## config.mk

```make
export PLATFORM = sky130hd
export DESIGN_NAME = nest_irq_arbiter
export DESIGN_NICKNAME = d
export VERILOG_FILES = /design/src/rtl/irq_arb_pkg.sv /design/src/rtl/irq_arb_regs.sv /design/src/rtl/irq_arb_select.sv /design/src/rtl/irq_arb_service.sv /design/src/rtl/nest_irq_arbiter.sv
export SDC_FILE = /design/constraint.sdc
export NUM_CORES = 1
export LEC_CHECK = 0
export CAP_MARGIN = 15
export CORE_ASPECT_RATIO = 0.75
export CORE_MARGIN = 10
export CORE_UTILIZATION = 47
export CTS_CLUSTER_DIAMETER = 60
export CTS_CLUSTER_SIZE = 10
export DETAILED_ROUTE_END_ITERATION = 7
export HOLD_SLACK_MARGIN = 0.15
export PLACE_DENSITY = 0.71
export SYNTH_ARGS = -nofsm -noshare
export SYNTH_HDL_FRONTEND = slang
export SYNTH_SLANG_ARGS = --single-unit
export TNS_END_PERCENT = 1
```

## constraint.sdc

```tcl
create_clock -name clk -period 2.3 [get_ports clk]
set_input_delay 0.345 -clock clk [delete_from_list [all_inputs] [get_ports clk]]
set_output_delay 0.345 -clock clk [all_outputs]
set_load 0.01 [all_outputs]
```

## src/rtl/irq_arb_pkg.sv

```systemverilog
package irq_arb_pkg;

  localparam int NSRC   = 7;
  localparam int NLVL   = 4;
  localparam int LVL_W  = $clog2(NLVL);
  localparam int IDX_W  = $clog2(NSRC + 1);
  localparam int RANK_W = $clog2(NLVL + 1);
  localparam int REG_W  = 8;
  localparam int GATE_BIT = REG_W - 1;

  localparam logic [1:0] ADDR_ENABLE = 2'd0;
  localparam logic [1:0] ADDR_PRI_HI = 2'd1;
  localparam logic [1:0] ADDR_PRI_LO = 2'd2;

  typedef logic [LVL_W-1:0]  lvl_t;
  typedef logic [IDX_W-1:0]  idx_t;
  typedef logic [RANK_W-1:0] rank_t;

  // Level of source i, upper bit from the high register.
  function automatic lvl_t src_level(input logic [NSRC-1:0] hi,
                                     input logic [NSRC-1:0] lo,
                                     input int i);
    return {hi[i], lo[i]};
  endfunction

  // 0 when nothing is in service, otherwise highest level + 1.
  function automatic rank_t svc_rank(input logic [NLVL-1:0] m);
    rank_t r;
    r = '0;
    for (int i = 0; i < NLVL; i++) begin
      if (m[i]) r = rank_t'(i + 1);
    end
    return r;
  endfunction

  // Mask with its highest set bit removed.
  function automatic logic [NLVL-1:0] drop_top(input logic [NLVL-1:0] m);
    logic [NLVL-1:0] r;
    logic done;
    r = m;
    done = 1'b0;
    for (int i = NLVL - 1; i >= 0; i--) begin
      if (m[i] && !done) begin
        r[i] = 1'b0;
        done = 1'b1;
      end
    end
    return r;
  endfunction

endpackage

```

## src/rtl/irq_arb_regs.sv

```systemverilog
module irq_arb_regs
  import irq_arb_pkg::*;
(
  input  logic             clk,
  input  logic             rst_n,
  input  logic             wr_en,
  input  logic [1:0]       addr,
  input  logic [REG_W-1:0] wdata,
  output logic [REG_W-1:0] rdata,
  output logic [REG_W-1:0] enable_q,
  output logic [NSRC-1:0]  pri_hi_q,
  output logic [NSRC-1:0]  pri_lo_q
);

  localparam int PAD = REG_W - NSRC;

  logic wr_enable, wr_hi, wr_lo;
  assign wr_enable = wr_en && (addr == ADDR_ENABLE);
  assign wr_hi     = wr_en && (addr == ADDR_PRI_HI);
  assign wr_lo     = wr_en && (addr == ADDR_PRI_LO);

  always_ff @(posedge clk) begin
    if (!rst_n) begin
      enable_q <= '0;
      pri_hi_q <= '0;
      pri_lo_q <= '0;
    end else begin
      if (wr_enable) enable_q <= wdata;
      if (wr_hi)     pri_hi_q <= wdata[NSRC-1:0];
      if (wr_lo)     pri_lo_q <= wdata[NSRC-1:0];
    end
  end

  always_comb begin
    case (addr)
      ADDR_ENABLE: rdata = enable_q;
      ADDR_PRI_HI: rdata = {{PAD{1'b0}}, pri_hi_q};
      ADDR_PRI_LO: rdata = {{PAD{1'b0}}, pri_lo_q};
      default:     rdata = '0;
    endcase
  end

  AST_ENABLE_WRITE_LANDS: assert property (@(posedge clk) disable iff (!rst_n)
    wr_enable |=> enable_q == $past(wdata));
  AST_HI_WRITE_LANDS: assert property (@(posedge clk) disable iff (!rst_n)
    wr_hi |=> pri_hi_q == $past(wdata[NSRC-1:0]));
  AST_NO_WRITE_HOLDS: assert property (@(posedge clk) disable iff (!rst_n)
    !wr_en |=> $stable(enable_q) && $stable(pri_hi_q) && $stable(pri_lo_q));

endmodule

```

## src/rtl/irq_arb_select.sv

```systemverilog
module irq_arb_select
  import irq_arb_pkg::*;
(
  input  logic             clk,
  input  logic             rst_n,
  input  logic [NSRC-1:0]  pend,
  input  logic [REG_W-1:0] enable_q,
  input  logic [NSRC-1:0]  pri_hi_q,
  input  logic [NSRC-1:0]  pri_lo_q,
  input  rank_t            rank,
  output logic             found,
  output idx_t             win_idx,
  output lvl_t             win_lvl
);

  logic [NSRC-1:0] live;
  logic [NSRC-1:0] cand [NLVL];
  logic [NSRC-1:0] win_vec;

  assign live = pend & enable_q[NSRC-1:0] & {NSRC{enable_q[GATE_BIT]}};

  for (genvar l = 0; l < NLVL; l++) begin : g_lvl
    for (genvar i = 0; i < NSRC; i++) begin : g_src
      assign cand[l][i] = live[i] && (src_level(pri_hi_q, pri_lo_q, i) == lvl_t'(l));
    end
  end

  // Ascending scan: the highest eligible level overwrites lower ones.
  always_comb begin
    found   = 1'b0;
    win_lvl = '0;
    win_vec = '0;
    for (int l = 0; l < NLVL; l++) begin
      if ((|cand[l]) && ((l + 1) > int'(rank))) begin
        found   = 1'b1;
        win_lvl = lvl_t'(l);
        win_vec = cand[l];
      end
    end
  end

  // Descending scan: the first source in polling order wins.
  always_comb begin
    win_idx = '0;
    for (int i = NSRC - 1; i >= 0; i--) begin
      if (win_vec[i]) win_idx = idx_t'(i);
    end
  end

  AST_WINNER_IS_LIVE: assert property (@(posedge clk) disable iff (!rst_n)
    found |-> pend[win_idx] && enable_q[win_idx] && enable_q[GATE_BIT]);
  AST_WINNER_FIRST_POLLED: assert property (@(posedge clk) disable iff (!rst_n)
    found |-> ((live & ((NSRC'(1) << win_idx) - NSRC'(1))) &
               ~(pri_hi_q ^ {NSRC{win_lvl[1]}}) & ~(pri_lo_q ^ {NSRC{win_lvl[0]}})) == '0);
  AST_NO_HIGHER_LIVE: assert property (@(posedge clk) disable iff (!rst_n)
    (found && win_lvl != lvl_t'(NLVL - 1)) |-> cand[NLVL-1] == '0);

endmodule

```

## src/rtl/irq_arb_service.sv

```systemverilog
module irq_arb_service
  import irq_arb_pkg::*;
(
  input  logic            clk,
  input  logic            rst_n,
  input  logic            ack_fire,
  input  lvl_t            ack_lvl,
  input  logic            reti,
  output logic [NLVL-1:0] mask_q,
  output rank_t           rank
);

  logic [NLVL-1:0] mask_d;

  always_comb begin
    mask_d = mask_q;
    if (reti)     mask_d = drop_top(mask_q);
    if (ack_fire) mask_d[ack_lvl] = 1'b1;
  end

  always_ff @(posedge clk) begin
    if (!rst_n) mask_q <= '0;
    else        mask_q <= mask_d;
  end

  assign rank = svc_rank(mask_q);

  AST_ACK_SETS_LEVEL: assert property (@(posedge clk) disable iff (!rst_n)
    ack_fire |=> mask_q[$past(ack_lvl)]);
  AST_RETI_REMOVES_ONE: assert property (@(posedge clk) disable iff (!rst_n)
    (reti && !ack_fire && mask_q != '0) |=>
      ($countones(mask_q) + 1 == $countones($past(mask_q))) &&
      ((mask_q & ~$past(mask_q)) == '0));
  AST_RETI_KEEPS_LOWER: assert property (@(posedge clk) disable iff (!rst_n)
    (reti && !ack_fire) |=> svc_rank(mask_q) < $past(rank) || $past(rank) == '0);

endmodule

```

## src/rtl/nest_irq_arbiter.sv

```systemverilog
module nest_irq_arbiter
  import irq_arb_pkg::*;
(
  input  logic             clk,
  input  logic             rst_n,
  input  logic [NSRC-1:0]  irq_pend,
  input  logic             reg_wr_en,
  input  logic [1:0]       reg_addr,
  input  logic [REG_W-1:0] reg_wdata,
  output logic [REG_W-1:0] reg_rdata,
  output logic             int_req,
  output logic [IDX_W-1:0] int_src,
  input  logic             int_ack,
  input  logic             int_reti,
  output logic [NLVL-1:0]  in_service
);

  logic [REG_W-1:0] enable_q;
  logic [NSRC-1:0]  pri_hi_q, pri_lo_q;
  logic             found;
  idx_t             win_idx;
  lvl_t             win_lvl;
  rank_t            rank;
  logic             ack_fire;
  logic             req_q;
  idx_t             idx_q;
  lvl_t             lvl_q;

  irq_arb_regs i_regs (
    .clk      (clk),
    .rst_n    (rst_n),
    .wr_en    (reg_wr_en),
    .addr     (reg_addr),
    .wdata    (reg_wdata),
    .rdata    (reg_rdata),
    .enable_q (enable_q),
    .pri_hi_q (pri_hi_q),
    .pri_lo_q (pri_lo_q)
  );

  irq_arb_select i_select (
    .clk      (clk),
    .rst_n    (rst_n),
    .pend     (irq_pend),
    .enable_q (enable_q),
    .pri_hi_q (pri_hi_q),
    .pri_lo_q (pri_lo_q),
    .rank     (rank),
    .found    (found),
    .win_idx  (win_idx),
    .win_lvl  (win_lvl)
  );

  assign ack_fire = int_ack && req_q;

  irq_arb_service i_service (
    .clk      (clk),
    .rst_n    (rst_n),
    .ack_fire (ack_fire),
    .ack_lvl  (lvl_q),
    .reti     (int_reti),
    .mask_q   (in_service),
    .rank     (rank)
  );

  always_ff @(posedge clk) begin
    if (!rst_n) begin
      req_q <= 1'b0;
      idx_q <= '0;
      lvl_q <= '0;
    end else if (ack_fire) begin
      req_q <= 1'b0;
    end else begin
      req_q <= found;
      idx_q <= win_idx;
      lvl_q <= win_lvl;
    end
  end

  assign int_req = req_q;
  assign int_src = idx_q;

  AST_GATE_OFF_QUIET: assert property (@(posedge clk) disable iff (!rst_n)
    !enable_q[GATE_BIT] |=> !int_req);
  AST_STRICT_PREEMPT: assert property (@(posedge clk) disable iff (!rst_n)
    int_req |-> (RANK_W'(lvl_q) + RANK_W'(1)) > rank);
  AST_TOP_LEVEL_LOCK: assert property (@(posedge clk) disable iff (!rst_n)
    in_service[NLVL-1] |-> !int_req);
  AST_ACK_DROPS_REQ: assert property (@(posedge clk) disable iff (!rst_n)
    (int_ack && int_req) |=> !int_req);
  AST_SRC_IN_RANGE: assert property (@(posedge clk) disable iff (!rst_n)
    int_req |-> int_src < IDX_W'(NSRC));

endmodule

```

After elaboration in Yosys (flattened, before gate mapping)
Index checks and enable logic that the tools add are counted.
{"block": "totals", "regBits": 32, "inputBits": 22, "elab_cells": 132}
{"block": "op_classes", "n_lt_le_gt_ge": 6, "n_eq_ne": 23, "n_mux": 36, "bitwise_logic": 4, "n_reduce_logical": 56}
{"operator": "$logic_and A1 B1 Y1", "n": 40}
{"operator": "$eq A2 B2 Y1 const B", "n": 15}
{"operator": "$mux W7", "n": 4}
{"operator": "$reduce_or A7 Y1", "n": 4}
{"operator": "$mux W3", "n": 8}
{"operator": "$pmux W8 S3", "n": 1}
{"operator": "$eq A2 B1 Y1 const B", "n": 8}
{"operator": "$logic_not A2 Y1", "n": 8}
{"operator": "$mux W1", "n": 16}
{"operator": "$and A7 B7 Y7", "n": 2}
{"operator": "$mux W2", "n": 4}
{"operator": "$mux W4", "n": 2}
{"operator": "$gt A2 B3 Y1 const A", "n": 2}
{"operator": "$or A4 B4 Y4", "n": 1}
{"operator": "$gt A1 B3 Y1 const A", "n": 1}
{"operator": "$gt A3 B3 Y1 const A", "n": 1}
{"operator": "$logic_not A1 Y1", "n": 3}
{"operator": "$lt A2 B3 Y1 const B", "n": 1}
{"operator": "$demux W1 S2", "n": 1}
{"operator": "$ge A2 B1 Y1 const B", "n": 1}
{"operator": "$reduce_or A2 Y1", "n": 1}
{"operator": "$not A1 Y1", "n": 1}

Longest topological paths before layout
Gate-level depths: netlist of the first run.
{"block": "depth", "word_depth": 17, "depth_mapped": 10, "mapped_depth_nobuf": 8}

Hierarchy
Synthesis of the first run repeated with hierarchy kept, for this count alone.
{"block": "hier_totals", "hier_cells": 262, "area_unflattened_um2": 2218.4}
{"module": "irq_arb_regs", "n_inst": 1, "cells_each": 102, "area_each_um2": 994.7, "seq_area_each_um2": 440.4}
{"module": "irq_arb_select", "n_inst": 1, "cells_each": 110, "area_each_um2": 774.5, "seq_area_each_um2": 0.0}
{"module": "nest_irq_arbiter", "n_inst": 1, "cells_each": 26, "area_each_um2": 246.5, "seq_area_each_um2": 120.1}
{"module": "irq_arb_service", "n_inst": 1, "cells_each": 24, "area_each_um2": 202.7, "seq_area_each_um2": 80.1}

Worst setup path after synthesis of the first run
Ideal clock, no wire load.
{"block": "synth_timing", "kind": "reg-to-reg", "start": "register i_regs.enable_q[7]", "end": "register idx_q[2] (netlist: int_src[2])", "setup_time_ps": 96, "arrival_ps": 2291, "required_time_ps": 2204, "slack_ps": -87, "path_stages_with_launch": 9, "n_path_buf": 1, "cell_sequence": "dfxtp_1 > buf_6 > nand3_4 > o32a_4 > a311o_1 > mux2_4 > a221oi_2 > nand3_1 > o41ai_2"}
{"block": "synth_via", "elab_chain_len": 15, "elab_cells_between_ends": 48}
{"item": "from (decl)", "line": "irq_arb_regs.sv:10", "rtl": "output logic [REG_W-1:0] enable_q,"}
{"item": "from (signal assigned)", "line": "irq_arb_regs.sv:28", "rtl": "if (wr_enable) enable_q <= wdata;"}
{"item": "$and A7 B7 Y7 (*)", "line": "irq_arb_select.sv:20", "rtl": "assign live = pend & enable_q[NSRC-1:0] & {NSRC{enable_q[GATE_BIT]}};"}
{"item": "$logic_and A1 B1 Y1", "line": "irq_arb_select.sv:24", "rtl": "assign cand[l][i] = live[i] && (src_level(pri_hi_q, pri_lo_q, i) == lvl_t'(l));"}
{"item": "$reduce_or A7 Y1", "line": "irq_arb_select.sv:34", "rtl": "if ((|cand[l]) && ((l + 1) > int'(rank))) begin"}
{"item": "$logic_and A1 B1 Y1", "line": "irq_arb_select.sv:34"}
{"item": "$mux W7 (3 in series)", "line": "irq_arb_select.sv:34"}
{"item": "$mux W7 (*)", "line": "irq_arb_select.sv:34"}
{"item": "$mux W3 (6 in series)", "line": "irq_arb_select.sv:46", "rtl": "if (win_vec[i]) win_idx = idx_t'(i);"}
{"item": "$mux W3 (*)", "line": "irq_arb_select.sv:46"}
{"item": "to (signal assigned)", "line": "nest_irq_arbiter.sv:75", "rtl": "idx_q <= win_idx;"}
{"item": "to (decl)", "line": "nest_irq_arbiter.sv:26", "rtl": "idx_t idx_q;"}
Mark *: on every way between the ends. The rest lies on a longest branch, timed or not.
A chain may end at the register's enable or synchronous reset.

Worst setup path after layout of the first run
Same ends and word-level chain as after synthesis.

==> impl_metrics.py, run 1 <==
metrics = {
    "status": {
        "status": "finished with violations",
        "violations": "setup timing",
    },
    "global_route": {
        "grt_pass1_wl_mm": 12.9,
        "antenna_found_initial": 0,
        "grt_max_degree": 17,
        "grt_pass1_vias": 2516,
        "track_usage_pct": 20.5,
        "overflow": 0,
    },
    "cells_and_area": {
        "area_growth_pct": 65.4,
        "stdcell_area_um2": 3490,
        "final_cell_count_no_fill": 436,
        "final_cell_mix": "83 x buf_4, 31 x dfxtp_1, 28 x nor2_1",
        "drive_gt1_share_pct": 36.7,
        "nets": 401,
        "antennaDiodeCount": 0,
        "final_common_cell": "buf_4",
    },
    "detailed_routing": {
        "antenna_left": 0,
        "vias_per_cell": 5.88,
        "drc": 0,
        "wl_per_cell_um": 18.4,
        "vias": 2565,
        "drt_iter0_markers": 252,
        "wl_mm": 8.04,
        "firstDrtPassIters": 4,
    },
    "setup_path": {
        "critPathLaunchType": "register",
        "cp_max_fo": 6,
        "end_kind": "register",
        "required_ps": 2490,
        "timing_worst_setup_path_type": "register to register",
        "worstPathCellList": "buf_6 -> nand3_4 -> buf_4 -> buf_4 -> o32ai_2 -> or4_4 -> nand3_2 -> or3_4 -> a211oi_4 -> buf_4 -> nor4_4 -> o41ai_2",
        "crit_family": "simple AND/OR/NAND/NOR gates",
        "critical_path_arrival_ps": 2780,
        "slowest_stage": "dfxtp_4",
        "cp_num_buf_inv": 4,
        "cp_slowest_stage_delay_ps": 400,
        "cp_common_cell": "buf_4",
    },
    "floorplanning": {
        "initial_core_util_pct": 47.9,
        "io_pins": 38,
        "core-area_um2": 4410,
        "die_h_um": 78.1,
        "die_area_um2": 7610,
        "fp.dieW_um": 97.4,
        "fp-row-count": 21,
    },
    "clock_network": {
        "cts_made_buffers": 5,
        "worstSkewPairLatency_ps": 290,
        "clockRootBuffer": "clkbuf_8",
        "cts.sinks": 32,
        "path_clk_slew_ps": 70,
        "cts_tree": "yes",
        "postCtsHoldBufs": 0,
        "cts_buffer_depth": 2,
        "htree_levels": 2,
    },
    "logic_synthesis": {
        "seq_area_frac_synth_pct": 30.3,
        "synth_area_leader_cell": "dfxtp_1",
        "syn_area_per_cell_um2": 8.00,
        "ys_seq_elements": 32,
        "synth-edff-count": 0,
        "synth_top_area_share_pct": 30.3,
        "synth_area_leaders": "dfxtp_1 30%, mux2i_1 11%, nor2_1 5.3%, nand2_1 5.0%, nand3_1 3.8%",
        "synth_top_flop_cell": "dfxtp_1",
        "syn-cell-area_um2": 2110,
        "yosys.cell_types.count": 58,
        "yosys_warnings": 0,
        "synthArstFlopShare_pct": 0,
        "synth_nets": 286,
        "netlist_instances": 264,
    },
    "sta": {
        "fmax_ghz": 0.386,
        "tightestPinTransition_ps": 548,
        "final.min_clock_period_ps": 2590,
        "relSlewSlack_pct": 63.4,
        "finalHoldWorstSlack_ps": 503,
        "drv_slew": 0,
        "worst_slack_ps": -291,
        "clock_skew_ps": 8.01,
        "hold_viol": 0,
        "rsz0062_at_grt": "yes",
        "setup_violations": 3,
        "finalCritPeriodShare_pct": 113,
    },
    "placed_design": {
        "place_congestion": 0.936,
        "dp_cells": 418,
        "placed_area_um2": 3070,
        "dp_hpwl_mm": 5.70,
        "place_ws_ps": -682,
        "place.port_buffers": 37,
    },
    "pwr": {
        "peakVddDrop_v": 0.000364,
        "fin_total_pwr_w": 0.00124,
        "power.density_nw_per_um2": 355,
        "leakagePower_nw": 1.58,
    },
    "min_path": {
        "min_path_type": "register to register",
    },
    "run": {
        "cap_violations": 0,
    },
}
cell usage after synthesis, drive strengths merged, types with 3 or more instances:
cell type	count
dfxtp	32
nor2	30
nand2	28
mux2i	23
nand3	17
a21oi	14
clkbuf	13
inv	11
o21ai	10
nor3	9
a211oi	4
nand4	4
nor4	4
or3	4
buf	3
nor3b	3
o22ai	3
o31ai	3
o32ai	3
or2	3
area by class of cell:
cell class / count / area (um2)
clock buffer: 7 / 96.3
inverter: 11 / 41.3
tap: 57 / 71.3
fill: 317 / 920
multi-input combinational: 205 / 1590
sequential: 32 / 644
timing repair buffer: 124 / 1050
worst reg2reg max path, stage by stage, from the launching register on:
cell,delay (ps)
dfxtp_4,400
buf_6,130
nand3_4,110
buf_4,160
buf_4,140
o32ai_2,170
or4_4,230
nand3_2,130
or3_4,380
a211oi_4,250
buf_4,150
nor4_4,40
o41ai_2,200
logic make-up after synthesis:
| logic type | Yosys count | share of synthesized area (%) |
|---|---|---|
| and+or+nand+nor | 121 | 30.6 |
| AOI/OAI and AO/OA | 60 | 22.2 |
| DFF | 32 | 30.3 |
| buffers and inverters | 27 | 5.27 |
| muxes | 24 | 11.6 |
timing repair:
| action | in CTS | in global routing |
|---|---|---|
| setup endpoints to repair | 3 | 10 |
| pin swaps | 21 | 11 |
| buffers inserted | 9 | 2 |
| gates resized for setup | 33 | 20 |
| endpoints found under the hold margin | 0 | 0 |
report_power, final:
group / internal (W) / switching [W]
clock: 0.000266 / 0.000206
sequential: 0.000567 / 0.0000139
combinational: 0.0000997 / 0.0000871
total: 0.000933 / 0.000307
flip-flops by register name (all words and copies together), names as in the netlist:
signal and cells:
i_regs.enable_q 8, i_regs.pri_hi_q 7, i_regs.pri_lo_q 7, i_service.mask_q 4
int_req 1, int_src 3, lvl_q 2
layer usage:
metal / up-vias / share of wire, % / track usage, %
li1: 1210 / - / -
met3: 15 / 8.8 / 6.65
met4: 0 / 1.7 / 5.36
met5: - / 0 / 0
met1: 1229 / 47 / 28.1
met2: 111 / 43 / 30.1
through the flow:
stage | utilization (%) | setup TNS [ps]
final | 79.2 | -822
after global routing | 79.2 | -1120
after CTS | 76.6 | -767
after detailed placement | 69.6 | -2240
after global placement | 69.6 | -2150
after floorplan | - | -7.28
worst paths after layout:
path / slack (ps) / depth (start not counted) / start / endpoint
worst max-delay path: -290 / 12 / i_regs.enable_q[7] / int_src[2]
worst min register to register: 500 / 2 / int_src[2] / int_src[2]
worst max register to register: -290 / 12 / i_regs.enable_q[7] / int_src[2]
worst min-delay path: 500 / 2 / int_src[2] / int_src[2]
(Power assumes the default switching activity.)
==> run 2, diff against run 1 <==
--- a/config.mk
+++ b/config.mk
@@ -13,6 +13,7 @@
 export CTS_CLUSTER_SIZE = 10
 export DETAILED_ROUTE_END_ITERATION = 7
 export HOLD_SLACK_MARGIN = 0.15
+export MAX_ROUTING_LAYER = met4
 export PLACE_DENSITY = 0.71
 export SYNTH_ARGS = -nofsm -noshare
 export SYNTH_HDL_FRONTEND = slang
==> run 2 against run 1 <==
- the flow still finishes with violations (setup timing)
- count of clock-buffer cells in the layout grew 1
- combinational power about the same
- first-iteration DRC count grew 27%
- power fell by 1.3%
- sequential share of layout area rose by 0.52 points
- worst hold slack got worse by 16 ps
- register-to-register slack got worse by 40 ps
- sequential cell count is the same
- die area unchanged
- critical path depth fell by 3
- worst setup slack got worse by 63 ps
- core utilization shrank 2.2 points
- largest power group unchanged
==> impl_metrics.py, run 2 (synthesis gave the netlist of run 1 again) <==
metrics = {
    "placed_design": {
        "place_congestion": 0.996,
        "place.port_buffers": 37,
        "placed_area_um2": 3080,
        "dp_hpwl_mm": 5.85,
        "dp_cells": 419,
    },
    "setup_path": {
        "cp_max_fo": 4,
        "cp_slowest_stage_delay_ps": 450,
        "critPathCapture": "int_src[1]",
        "r2r_slack_ps": -330,
        "worstPathCellList": "clkdlybuf4s50_1 -> and3_1 -> and3b_1 -> nor3_4 -> a311o_1 -> mux2_4 -> a221oi_2 -> nand2_1 -> o311a_1",
        "crit_family": "compound AO/OA/AOI/OAI gates",
        "timing_worst_setup_path_type": "input port to register",
        "slowest_stage": "clkdlybuf4s50_1",
        "r2r_end": "int_src[1]",
        "worstSetupStartpoint": "irq_pend[2]",
        "required_ps": 2480,
        "critPathLaunchType": "input port",
        "critical_path_arrival_ps": 2830,
        "cp_num_buf_inv": 1,
        "cp.depth": 9,
        "r2r_start": "i_regs.enable_q[7]",
        "reg2reg_depth": 11,
        "end_kind": "register",
    },
    "cells_and_area": {
        "largest_register_ffs": 8,
        "final_cell_count_no_fill": 435,
        "antennaDiodeCount": 0,
        "nets": 399,
        "final_cell_mix": "81 x buf_4, 31 x dfxtp_1, 30 x nor2_1, 30 x clkdlybuf4s50_1, 28 x nand2_1",
        "top_regs": "i_regs.enable_q x8, i_regs.pri_hi_q x7, i_regs.pri_lo_q x7",
        "final_util_pct": 77.0,
        "area_growth_pct": 60.8,
        "drive_gt1_share_pct": 33.6,
        "seq_area_um2": 644,
        "final_common_cell": "buf_4",
        "fillCellCount": 332,
        "multiInputGateArea_um2": 1520,
        "largest_register": "i_regs.enable_q",
        "stdcell_area_um2": 3400,
    },
    "clock_network": {
        "cts_tree": "yes",
        "cts_made_buffers": 5,
        "worstSkewPairLatency_ps": 290,
        "cts_buffer_depth": 2,
        "htree_levels": 2,
        "path_clk_slew_ps": 70,
        "postCtsHoldBufs": 0,
        "cts.sinks": 32,
        "clockRootBuffer": "clkbuf_8",
    },
    "sta": {
        "fmax_ghz": 0.377,
        "final.min_clock_period_ps": 2650,
        "setup_violations": 3,
        "timing.setup.tns_ps": -958,
        "hold_viol": 0,
        "finalCritPeriodShare_pct": 115,
        "worst_slack_ps": -354,
        "drv_slew": 0,
        "rsz0062_at_grt": "yes",
        "tightestPinTransition_ps": 557,
        "clock_skew_ps": 8.95,
        "relSlewSlack_pct": 62.8,
    },
    "status": {
        "status": "finished with violations",
        "violations": "setup timing",
    },
    "detailed_routing": {
        "vias_per_cell": 5.90,
        "vias": 2565,
        "drc": 0,
        "wl_per_cell_um": 18.3,
        "wl_mm": 7.97,
        "firstDrtPassIters": 5,
        "drt_iter0_markers": 320,
        "antenna_left": 0,
    },
    "min_path": {
        "min_path_type": "register to register",
        "holdPathStages": 2,
        "min_from": "int_src[2]",
    },
    "global_route": {
        "grt_busiest_layer": "met2",
        "track_usage_pct": 20.7,
        "met2_usage_pct": 32.0,
        "grt_pass1_vias": 2487,
        "use_met1_pct": 27.1,
        "grt_max_degree": 17,
        "overflow": 0,
        "use_met3_pct": 3.76,
        "antenna_found_initial": 0,
        "grt_pass1_wl_mm": 12.7,
    },
    "floorplanning": {
        "die_area_um2": 7610,
        "fp-row-count": 21,
        "fp.dieW_um": 97.4,
        "initial_core_util_pct": 47.9,
        "die_h_um": 78.1,
        "core-area_um2": 4410,
        "io_pins": 38,
    },
    "pwr": {
        "leakagePower_nw": 1.52,
        "fin_total_pwr_w": 0.00122,
        "power.density_nw_per_um2": 360,
        "peakVddDrop_v": 0.000496,
    },
    "run": {
        "cap_violations": 0,
    },
}
-- run 2: cell count changes in the layout (fill, tap and decap cells not counted), moves of 2 or more --
cell | previous run | this run
dlygate4sd2_1 | 4 | 2
nand3_2 | 3 | 1
nor2_2 | 2 | 0
buf_4 | 83 | 81
dlymetal6s2s_1 | 7 | 5
clkdlybuf4s50_1 | 26 | 30
clkbuf_1 | 0 | 2
nand3_1 | 13 | 15
nor2_1 | 28 | 30
-- run 2: report_power, final --
part | internal, W | switching (W)
Clock | 0.000244 | 0.000211
Sequential | 0.000567 | 0.0000138
Combinational | 0.000102 | 0.0000866
-- run 2: through the flow --
| step | setup WS, ps | hold slack, ps |
|---|---|---|
| floorplan | -7.28 | 458 |
| global placement | -639 | 478 |
| detailed placement | -668 | 469 |
| CTS | -283 | 484 |
| global route | -446 | 506 |
| finish | -354 | 487 |
-- run 2: how the worst min path moves through the flow --
stage | to | slack [ps]
5_1_grt | int_src[2] | 510
2_1_floorplan | i_regs.pri_hi_q[4] | 460
3_3_place_gp | int_src[2] | 480
4_1_cts | int_src[2] | 480
6_report | int_src[2] | 490
3_5_place_dp | int_src[2] | 470
-- run 2: worst reg2reg max path, cell delays in order, from the launching register on --
cell and delay, ps:
dfxtp_4 370, buf_4 150, and4b_2 220, a2bb2o_4 230
nor4_4 380, buf_4 190, mux2i_1 80, nor4_1 330
a211oi_2 80, buf_4 150, a22o_1 210, o311a_1 140
-- run 2: area by class of cell --
type	instances	share of cell area, %
multi-input combinational	205	44.7
timing repair buffer	122	30.4
sequential	32	19.0
clock buffer	8	2.65
tap	57	2.10
inverter	11	1.22
-- run 2: metal layers --
layer / vias to the layer above / part of all wire, %
met5: - / 0
met4: 0 / 1.8
met3: 26 / 7.7
met2: 122 / 45
met1: 1202 / 45
li1: 1215 / -
-- run 2: timing repair --
action | 4_1_cts | 5_1_grt
gates resized for setup | 19 | 18
setup endpoints to repair | 3 | 9
pin swaps | 12 | 9
buffers inserted | 5 | 3
